File: config.mk
export PLATFORM = sky130hd
export DESIGN_NAME = irq_entry_seq
export DESIGN_NICKNAME = d
export VERILOG_FILES = /design/src/rtl/irq_entry_pkg.sv /design/src/rtl/irq_nmi_latch.sv /design/src/rtl/irq_pick.sv /design/src/rtl/irq_entry_seq.sv
export SDC_FILE = /design/constraint.sdc
export NUM_CORES = 1
export LEC_CHECK = 0
export CORE_UTILIZATION = 30
export CTS_BUF_LIST = sky130_fd_sc_hd__clkbuf_4
export CTS_CLUSTER_DIAMETER = 200
export DETAILED_ROUTE_END_ITERATION = 7
export HOLD_SLACK_MARGIN = 0.06
export PLACE_DENSITY = 0.6
export SLEW_MARGIN = 5
export SYNTH_ARGS = -nofsm -noshare
export SYNTH_HDL_FRONTEND = slang
export SYNTH_SLANG_ARGS = --single-unit
File: constraint.sdc
create_clock -name clk -period 4.1 [get_ports clk]
set_input_delay 0.41 -clock clk [delete_from_list [all_inputs] [get_ports clk]]
set_output_delay 0.41 -clock clk [all_outputs]
set_load 0.01 [all_outputs]
File: src/rtl/irq_entry_pkg.sv
`timescale 1ns/1ps
package irq_entry_pkg;
  localparam int IF_POS   = 9;
  localparam int TF_POS   = 8;
  localparam int NMI_VEC  = 2;
  localparam int STEP_VEC = 1;

  typedef enum logic [1:0] {
    SRC_EXC,
    SRC_NMI,
    SRC_INTR,
    SRC_STEP
  } src_e;

  typedef enum logic [3:0] {
    ST_RUN,
    ST_HALT,
    ST_ACK1,
    ST_ACK2,
    ST_PUSHF,
    ST_PUSHCS,
    ST_PUSHIP,
    ST_LDIP,
    ST_LDCS
  } st_e;
endpackage

File: src/rtl/irq_nmi_latch.sv
`timescale 1ns/1ps
module irq_nmi_latch (
  input  logic clk,
  input  logic rst_n,
  input  logic nmi,
  input  logic clr,
  output logic pend
);
  logic nmi_d;
  logic rise;
  logic pend_n;

  always_comb begin
    rise   = nmi & ~nmi_d;
    pend_n = (pend & ~clr) | rise;
  end

  always_ff @(posedge clk or negedge rst_n) begin
    if (!rst_n) begin
      nmi_d <= 1'b0;
      pend  <= 1'b0;
    end else begin
      nmi_d <= nmi;
      pend  <= pend_n;
    end
  end

  // an edge is never lost
  p_nmi_catch_r4: assert property (@(posedge clk) disable iff (!rst_n)
    $rose(nmi) |=> pend);
endmodule

File: src/rtl/irq_pick.sv
`timescale 1ns/1ps
module irq_pick
  import irq_entry_pkg::*;
#(
  parameter int VEC_W = 8
) (
  input  logic             exc_req,
  input  logic [VEC_W-1:0] exc_type,
  input  logic             nmi_pend,
  input  logic             intr_ok,
  input  logic             step_ok,
  output logic             take,
  output src_e             src,
  output logic [VEC_W-1:0] vec
);
  always_comb begin
    take = 1'b1;
    src  = SRC_EXC;
    vec  = exc_type;
    if (exc_req) begin
      src = SRC_EXC;
      vec = exc_type;
    end else if (nmi_pend) begin
      src = SRC_NMI;
      vec = VEC_W'(NMI_VEC);
    end else if (intr_ok) begin
      src = SRC_INTR;
      vec = '0;
    end else if (step_ok) begin
      src = SRC_STEP;
      vec = VEC_W'(STEP_VEC);
    end else begin
      take = 1'b0;
    end
  end
endmodule

File: src/rtl/irq_entry_seq.sv
`timescale 1ns/1ps
module irq_entry_seq
  import irq_entry_pkg::*;
#(
  parameter int          WORD_W = 16,
  parameter int          VEC_W  = 8,
  parameter logic [15:0] CS_RST = 16'hFFFF,
  parameter logic [15:0] SP_RST = 16'h0000
) (
  input  logic              clk,
  input  logic              rst_n,
  input  logic              instr_done,
  input  logic [WORD_W-1:0] next_ip,
  input  logic              halt_req,
  input  logic              exc_req,
  input  logic [VEC_W-1:0]  exc_type,
  input  logic              nmi,
  input  logic              intr,
  input  logic              flags_we,
  input  logic [WORD_W-1:0] flags_wr_data,
  input  logic [VEC_W-1:0]  ack_vec,
  input  logic [WORD_W-1:0] rd_data,
  output logic              inta,
  output logic              rd_en,
  output logic [WORD_W-1:0] rd_addr,
  output logic              push_en,
  output logic [WORD_W-1:0] push_addr,
  output logic [WORD_W-1:0] push_data,
  output logic [WORD_W-1:0] flags_o,
  output logic [WORD_W-1:0] cs_o,
  output logic [WORD_W-1:0] ip_o,
  output logic [WORD_W-1:0] sp_o,
  output logic              halted,
  output logic              done
);
  localparam int PAD_W = WORD_W - VEC_W - 2;
  localparam logic [WORD_W-1:0] WSTEP = WORD_W'(2);

  // reset: asserted at once, released on a clock edge
  logic rs_a, rs_b;
  always_ff @(posedge clk or negedge rst_n) begin
    if (!rst_n) begin
      rs_a <= 1'b0;
      rs_b <= 1'b0;
    end else begin
      rs_a <= 1'b1;
      rs_b <= rs_a;
    end
  end
  logic rst_s;
  assign rst_s = rs_b;

  st_e               st, st_n;
  src_e              src_q, src_n;
  logic [VEC_W-1:0]  vec_q, vec_n;
  logic [WORD_W-1:0] cs_q, cs_n, ip_q, ip_n, sp_q, sp_n, flags_q, flags_n;
  logic [WORD_W-1:0] ipnew_q, ipnew_n;
  logic              temp_q, temp_n, done_q, done_n;

  logic at_bound, in_halt, nmi_pend, nmi_clr, take;
  src_e pk_src;
  logic [VEC_W-1:0] pk_vec;

  assign at_bound = (st == ST_RUN) && instr_done;
  assign in_halt  = (st == ST_HALT);

  irq_pick #(.VEC_W(VEC_W)) u_pick (
    .exc_req  (exc_req & at_bound),
    .exc_type (exc_type),
    .nmi_pend (nmi_pend & (at_bound | in_halt)),
    .intr_ok  (intr & flags_q[IF_POS] & (at_bound | in_halt)),
    .step_ok  (flags_q[TF_POS] & at_bound),
    .take     (take),
    .src      (pk_src),
    .vec      (pk_vec)
  );

  assign nmi_clr = take && (pk_src == SRC_NMI);

  irq_nmi_latch u_nmi (
    .clk   (clk),
    .rst_n (rst_s),
    .nmi   (nmi),
    .clr   (nmi_clr),
    .pend  (nmi_pend)
  );

  // datapath outputs
  logic [WORD_W-1:0] tbl_base;
  assign tbl_base  = {{PAD_W{1'b0}}, vec_q, 2'b00};
  assign push_en   = (st == ST_PUSHF) || (st == ST_PUSHCS) || (st == ST_PUSHIP);
  assign push_addr = sp_q - WSTEP;
  assign rd_en     = (st == ST_LDIP) || (st == ST_LDCS);
  assign rd_addr   = tbl_base + ((st == ST_LDCS) ? WSTEP : '0);
  assign inta      = (st == ST_ACK1) || (st == ST_ACK2);

  always_comb begin
    case (st)
      ST_PUSHF:  push_data = flags_q;
      ST_PUSHCS: push_data = cs_q;
      default:   push_data = ip_q;
    endcase
  end

  // next-state process
  always_comb begin
    st_n    = st;
    src_n   = src_q;
    vec_n   = vec_q;
    cs_n    = cs_q;
    ip_n    = ip_q;
    sp_n    = sp_q;
    flags_n = flags_q;
    temp_n  = temp_q;
    ipnew_n = ipnew_q;
    done_n  = 1'b0;
    if (push_en) sp_n = sp_q - WSTEP;
    case (st)
      ST_RUN, ST_HALT: begin
        if (flags_we) flags_n = flags_wr_data;
        if (at_bound) ip_n = next_ip;
        if (take) begin
          src_n = pk_src;
          vec_n = pk_vec;
          st_n  = (pk_src == SRC_INTR) ? ST_ACK1 : ST_PUSHF;
        end else if (at_bound && halt_req) begin
          st_n = ST_HALT;
        end
      end
      ST_ACK1: st_n = ST_ACK2;
      ST_ACK2: begin
        vec_n = ack_vec;
        st_n  = ST_PUSHF;
      end
      ST_PUSHF: begin
        temp_n          = flags_q[TF_POS];
        flags_n[IF_POS] = 1'b0;
        flags_n[TF_POS] = 1'b0;
        st_n            = ST_PUSHCS;
      end
      ST_PUSHCS: st_n = ST_PUSHIP;
      ST_PUSHIP: st_n = ST_LDIP;
      ST_LDIP: begin
        ipnew_n = rd_data;
        st_n    = ST_LDCS;
      end
      ST_LDCS: begin
        cs_n = rd_data;
        ip_n = ipnew_q;
        if (temp_q && (src_q != SRC_STEP)) begin
          src_n = SRC_STEP;
          vec_n = VEC_W'(STEP_VEC);
          st_n  = ST_PUSHF;
        end else begin
          done_n = 1'b1;
          st_n   = ST_RUN;
        end
      end
      default: st_n = ST_RUN;
    endcase
  end

  // register process
  always_ff @(posedge clk or negedge rst_s) begin
    if (!rst_s) begin
      st      <= ST_RUN;
      src_q   <= SRC_EXC;
      vec_q   <= '0;
      cs_q    <= WORD_W'(CS_RST);
      ip_q    <= '0;
      sp_q    <= WORD_W'(SP_RST);
      flags_q <= '0;
      temp_q  <= 1'b0;
      ipnew_q <= '0;
      done_q  <= 1'b0;
    end else begin
      st      <= st_n;
      src_q   <= src_n;
      vec_q   <= vec_n;
      cs_q    <= cs_n;
      ip_q    <= ip_n;
      sp_q    <= sp_n;
      flags_q <= flags_n;
      temp_q  <= temp_n;
      ipnew_q <= ipnew_n;
      done_q  <= done_n;
    end
  end

  assign flags_o = flags_q;
  assign cs_o    = cs_q;
  assign ip_o    = ip_q;
  assign sp_o    = sp_q;
  assign halted  = in_halt;
  assign done    = done_q;

  // every push moves SP down by one word
  p_sp_dec_r6: assert property (@(posedge clk) disable iff (!rst_s)
    push_en |=> sp_o == $past(sp_o) - WSTEP);
  // acknowledge is exactly two cycles long
  p_ack_rise_r5: assert property (@(posedge clk) disable iff (!rst_s)
    $rose(inta) |=> inta);
  p_ack_end_r5: assert property (@(posedge clk) disable iff (!rst_s)
    (inta && $past(inta)) |=> !inta);
  // mask and trap bits are clear once FLAGS is on the stack
  p_if_tf_clr_r7: assert property (@(posedge clk) disable iff (!rst_s)
    (st == ST_PUSHCS) |-> (!flags_q[IF_POS] && !flags_q[TF_POS]));
  // an exception at a boundary wins with its own type
  p_exc_first_r3: assert property (@(posedge clk) disable iff (!rst_s)
    (st == ST_RUN && instr_done && exc_req) |=>
      (st == ST_PUSHF && vec_q == $past(exc_type)));
  // the segment word follows the offset word
  p_tbl_pair_r8: assert property (@(posedge clk) disable iff (!rst_s)
    (st == ST_LDCS) |-> (rd_en && rd_addr == $past(rd_addr) + WSTEP));
  // halt holds with no external request
  p_halt_stay_r10: assert property (@(posedge clk) disable iff (!rst_s)
    (in_halt && !nmi_pend && !(intr && flags_q[IF_POS]) && !flags_we) |=> halted);
  // single pulse, back in the running state
  p_done_once_r11: assert property (@(posedge clk) disable iff (!rst_s)
    done |-> (st == ST_RUN && !$past(done)));
endmodule

# ---- Word level (Yosys, flattened, before mapping)
# Index checks and enable logic that the tools add are counted.
dict set report totals {
  output_inout_bits 117
  in_bits 72
  wordCells 93
  regBits 100
}
dict set report op_classes {
  reduce_logical 18
  bitwise_logic 11
  n_addsub 2
  n_eq_ne 16
  mux 31
}
# op count
set ops {}
lappend ops {{case mux 16 bit (2 select lines)} 2}
lappend ops {{two-way mux 8 bit} 6}
lappend ops {{case mux 4 bit (8 select lines)} 1}
lappend ops {{case mux 8 bit (3 select lines)} 1}
lappend ops {{equality test 4 x 3 -> 1 bit (second input constant)} 4}
lappend ops {{two-way mux 16 bit} 1}
lappend ops {{subtractor 16 x 2 -> 16 bit (second input constant)} 1}
lappend ops {{two-way mux 2 bit} 7}
lappend ops {{adder 10 x 2 -> 11 bit} 1}
lappend ops {{two-way mux 10 bit} 1}
lappend ops {{equality test 4 x 2 -> 1 bit (second input constant)} 2}
lappend ops {{two-way mux 4 bit} 2}
lappend ops {{inequality test 2 bit (second input constant)} 4}
lappend ops {{case mux 2 bit (2 select lines)} 2}
lappend ops {{AND 1 bit} 7}
lappend ops {{two-way mux 1 bit} 6}
lappend ops {{two-way mux 3 bit} 2}
lappend ops {{AND reduction 2 bit} 3}
lappend ops {{AND reduction 3 bit} 2}
lappend ops {{equality test 4 x 1 -> 1 bit (second input constant)} 1}
lappend ops {{equality test 4 bit (second input constant)} 1}
lappend ops {{logical AND 1 bit} 4}
lappend ops {{logical NOT 4 bit} 1}
lappend ops {{logical OR 1 bit} 4}
lappend ops {{other kinds (9)} 12}

# ---- Logic depth before layout (Yosys ltp)
dict set report depth {
  word_depth 12
  depth_mapped 7
  ltp_nobuf 7
}

# ---- Cells and area by module
# A second synthesis with hierarchy kept.
dict set report unflattened {
  hier_cells 454
  area_unflattened_um2 5046.1
}
# module area_each_um2 cells_per_inst seq_area_each_um2 instances
set by_module_without_submodules {}
lappend by_module_without_submodules {irq_entry_seq 4840.9 431 2447.3 1}
lappend by_module_without_submodules {irq_pick 135.1 18 0.0 1}
lappend by_module_without_submodules {irq_nmi_latch 70.1 5 50.0 1}

# ---- Worst setup path after synthesis
# No wires, ideal clock.
dict set report synth_path {
  path_type {flip-flop to output port}
  startpoint {register sp_q[1], in the netlist sp_o[1]}
  endpoint {output push_addr[13]}
  t_arrival_ns 2.132
  t_required_ns 3.690
  slack_ns 1.558
  n_path_buf 0
  stages_incl_launch_ff 7
  cell_sequence {dfrtp_1 -> inv_1 -> ha_1 -> or3b_2 -> or4_4 -> nor3_1 -> xor2_1}
}
dict set report synth_between {
  elab_chain_cells 1
}
# element line
set synth_rtl {}
lappend synth_rtl {{start, declared} irq_entry_seq.sv:56} ;# logic [WORD_W-1:0] cs_q, cs_n, ip_q, ip_n, sp_q, sp_n, flags_q, flags_n;
lappend synth_rtl {{start signal, assigned} irq_entry_seq.sv:171} ;# sp_q <= WORD_W'(SP_RST);
lappend synth_rtl {{start signal, assigned} irq_entry_seq.sv:182} ;# sp_q <= sp_n;
lappend synth_rtl {{subtractor 16 x 2 -> 16 bit} irq_entry_seq.sv:92} ;# assign push_addr = sp_q - WSTEP;
lappend synth_rtl {{end, declared} irq_entry_seq.sv:27} ;# output logic [WORD_W-1:0] push_addr,
# Every way passes these cells.

# ---- Worst setup path after layout
# Ends and elaborated chain as after synthesis.

==> impl_metrics.csv <==
group,metric,value,unit
final_layout,nets,726,
routing,dr_wl_met2,6.74,mm
routing,routed.top_layer,"met4",
worst_setup_path,cp.required,3.69,ns
clocking,htreeDepth,3,
min_path,hold_path.class,"reg2reg",
die,fp.dieArea,16800,um2
synthesis,synth_ff_type,"dfrtp_1",
routing,first_pass_iters,4,
synthesis,netlist_area,4900,um2
worst_setup_path,criticalPathCategory,"reg2out",
die,start_util,30.8,%
synthesis,syn_inst,479,
clocking,cts_tree,"done",
global_route,track_usage,17.6,%
timing,clock.fmax,0.284,GHz
timing,rsz0062_at_grt,"no",
die,die_w,130,um
final_layout,syn_to_final_growth,43.7,%
worst_setup_path,critPathLaunch,"sp_o[1]",
global_route,grt_max_degree,61,
worst_setup_path,end_kind,"output pin",
run,maxCapViolCount,0,
synthesis,syn_area_per_cell,10.2,um2
final_layout,n_fill_cell,1548,
placed_design,io_buffers,179,
clocking,cts-buffers-inserted,9,
timing,hold_viol,0,
timing,tightest_slew,1.01,ns
final_layout,final_cell_count_no_fill,874,
pwr,p_per_area,797,nW/um2
placed_design,place_ws,1.09,ns
timing,finalCriticalPeriod,3.52,ns
die,ioPinCount,189,
worst_setup_path,r2r_end,"vec_q[0]",
pwr,p_leak,0.00293,uW
routing,route.final.wire_length,14.1,mm
worst_setup_path,r2r_start,"st[0]",
die,die_y,130,um
routing,wl_met3,903,um
global_route,grt_pass1_wl,22.6,mm
final_layout,diodes,0,
worst_setup_path,cp.arrival,3.11,ns
pwr,power,5610,uW
timing,fin_tns_setup,0,ns
synthesis,synth_async_sr_flop_share,100,%
timing,finClkSkew,0.0206,ns
routing,route.detailed.drc,0,
global_route,grt_pass1_vias,4282,
pwr,ir_drop,0.000348,V
die,rows,46,
worst_setup_path,cp_max_fo,4,
synthesis,yosysWarnings,0,
die,core_area,15900,um2
routing,num_vias,4128,
clocking,clk_latency,0.48,ns
clocking,cts_setup_buffers,0,
timing,slew_viol_final,0,
run_status,status,"finished clean",
placed_design,dpl.hpwl,10.1,mm
timing,setup_slack,0.580,ns
timing,setup_viol,0,
synthesis,seq_area_frac_synth,51.0,%
clocking,cts_num_sinks,99,
final_layout,layout_commonest_cell,"clkdlybuf4s50_1",
worst_setup_path,reg2reg_depth,5,
routing,wire_per_inst,16.2,um
global_route,grt_overflow,0,
clocking,max-clock-path-buffers,2,
global_route,grt_antenna_before_repair,0,
synthesis,synth-seq-cells,99,
routing,drt_iter0_drc,202,
clocking,cts_root_buf,"clkbuf_4",
routing,ant_nets,0,
synthesis,yosys.cell_types.count,50,
final_layout,postLayoutCoreUtil,44.3,%
worst_setup_path,start_kind,"flop",
final_layout,drive_gt1_share,12.5,%
placed_design,gp_congestion,0.855,
timing,max_slew_margin,32.4,%
final_layout,final_cell_mix,"clkdlybuf4s50_1, nand2_1, dfrtp_1",
worst_setup_path,r2r_slack,1.50,ns
clocking,cts.repair.resized,0,
clocking,clk_pin_slew,0.15,ns
routing,routed_via_density,4.72,
timing,fin_crit_sh,85.8,%
worst_setup_path,worstSetupEndpoint,"push_addr[13]",
routing,wl_met1,6.18,mm
placed_design,dp.cells,857,
synthesis,synth_edf_count,0,
==> power breakdown <==
group / switching (uW) / internal [uW]
combinational: 1350 / 1690
clock: 341 / 207
sequential: 526 / 1490
total: 2220 / 3390
==> logic make-up (layout without fill, tap and decap cells) <==
kind of cell | after synthesis | count (layout) | synth area share [%]
other cells | 2 | 10 | 0.153
buf+inv | 41 | 212 | 4.24
simple gates | 166 | 166 | 15.6
flops | 99 | 99 | 51.0
mux | 65 | 65 | 14.1
fa+ha+maj | 1 | 1 | 0.255
xor+xnor | 28 | 28 | 5.01
compound gates | 77 | 77 | 9.71
==> worst max-delay path: stages, from the launching register on <==
cell	delay [ns]
dfrtp_1	0.45
inv_1	0.10
ha_1	0.20
or3b_2	0.51
or4_4	0.47
nor3_1	0.19
xor2_1	0.17
clkdlybuf4s50_1	0.55
==> metal layers <==
metal | GRT usage (%) | vias to the layer above
met5 | 0 | -
met4 | 7.59 | 0
met3 | 4.26 | 18
met2 | 29.6 | 157
met1 | 21.4 | 1985
li1 | - | 1968
==> synthesized netlist by cell type, types with 3 or more instances <==
cell | n | share of area (%)
a21oi_1 | 27 | 2.8
a22oi_1 | 6 | 0.92
a31oi_1 | 4 | 0.51
and2_1 | 4 | 0.51
buf_2 | 13 | 1.3
buf_4 | 10 | 1.5
clkbuf_1 | 9 | 0.69
dfrtp_1 | 83 | 42
dfstp_2 | 16 | 8.6
inv_1 | 8 | 0.61
mux2_2 | 31 | 7.1
mux2i_1 | 34 | 6.9
nand2_1 | 82 | 6.3
nand3_1 | 4 | 0.41
nor2_1 | 46 | 3.5
nor2b_1 | 3 | 0.38
nor3_1 | 9 | 0.92
o21ai_0 | 20 | 2.0
or4_4 | 3 | 0.69
xnor2_1 | 16 | 2.9
xor2_1 | 12 | 2.1
==> per-stage QoR <==
step / instance area [um2] / hold slack [ns]
finish: 7040 / 0.374
global route: 7040 / 0.364
CTS: 7040 / 0.372
detailed placement: 6880 / 0.347
global placement: 6880 / 0.337
floorplan: 4930 / 0.114
==> how the worst min path moves through the flow <==
| stage | startpoint | slack [ns] | cells after the start | endpoint |
|---|---|---|---|---|
| floorplan | rst_n | 0.11 | 0 | rs_a |
| global placement | rs_a | 0.34 | 0 | rs_b |
| detailed placement | rs_a | 0.35 | 0 | rs_b |
| CTS | nmi | 0.37 | 1 | u_nmi.nmi_d |
| global route | nmi | 0.36 | 1 | u_nmi.nmi_d |
| finish | rs_a | 0.37 | 0 | rs_b |
==> registers in the layout, indices dropped and copies added, names as in the netlist <==
register and count:
done 1, rs_b 1, vec_q 8, cs_o 16
rs_a 1, u_nmi.pend 1, flags_o 16, st 4
temp_q 1, ip_o 16, ipnew_q 16, src_q 2
sp_o 15, u_nmi.nmi_d 1
==> layout make-up <==
| class | count | area, um2 | share of cell area, % |
|---|---|---|---|
| multi-input combinational | 347 | 2230 | 31.7 |
| clock buffer | 12 | 90.1 | 1.28 |
| sequential | 99 | 2500 | 35.6 |
| clock inverter | 4 | 51.3 | 0.729 |
| tap | 216 | 270 | 3.84 |
| inverter | 9 | 33.8 | 0.480 |
| timing repair buffer | 187 | 1850 | 26.4 |
==> what timing repair did <==
action / CTS / global route
endpoints found under the setup margin: 0 / 0
hold endpoints to repair: 2 / 0
hold buffers: 1 / 0
No activity file was read; power rests on OpenSTA's default activity.
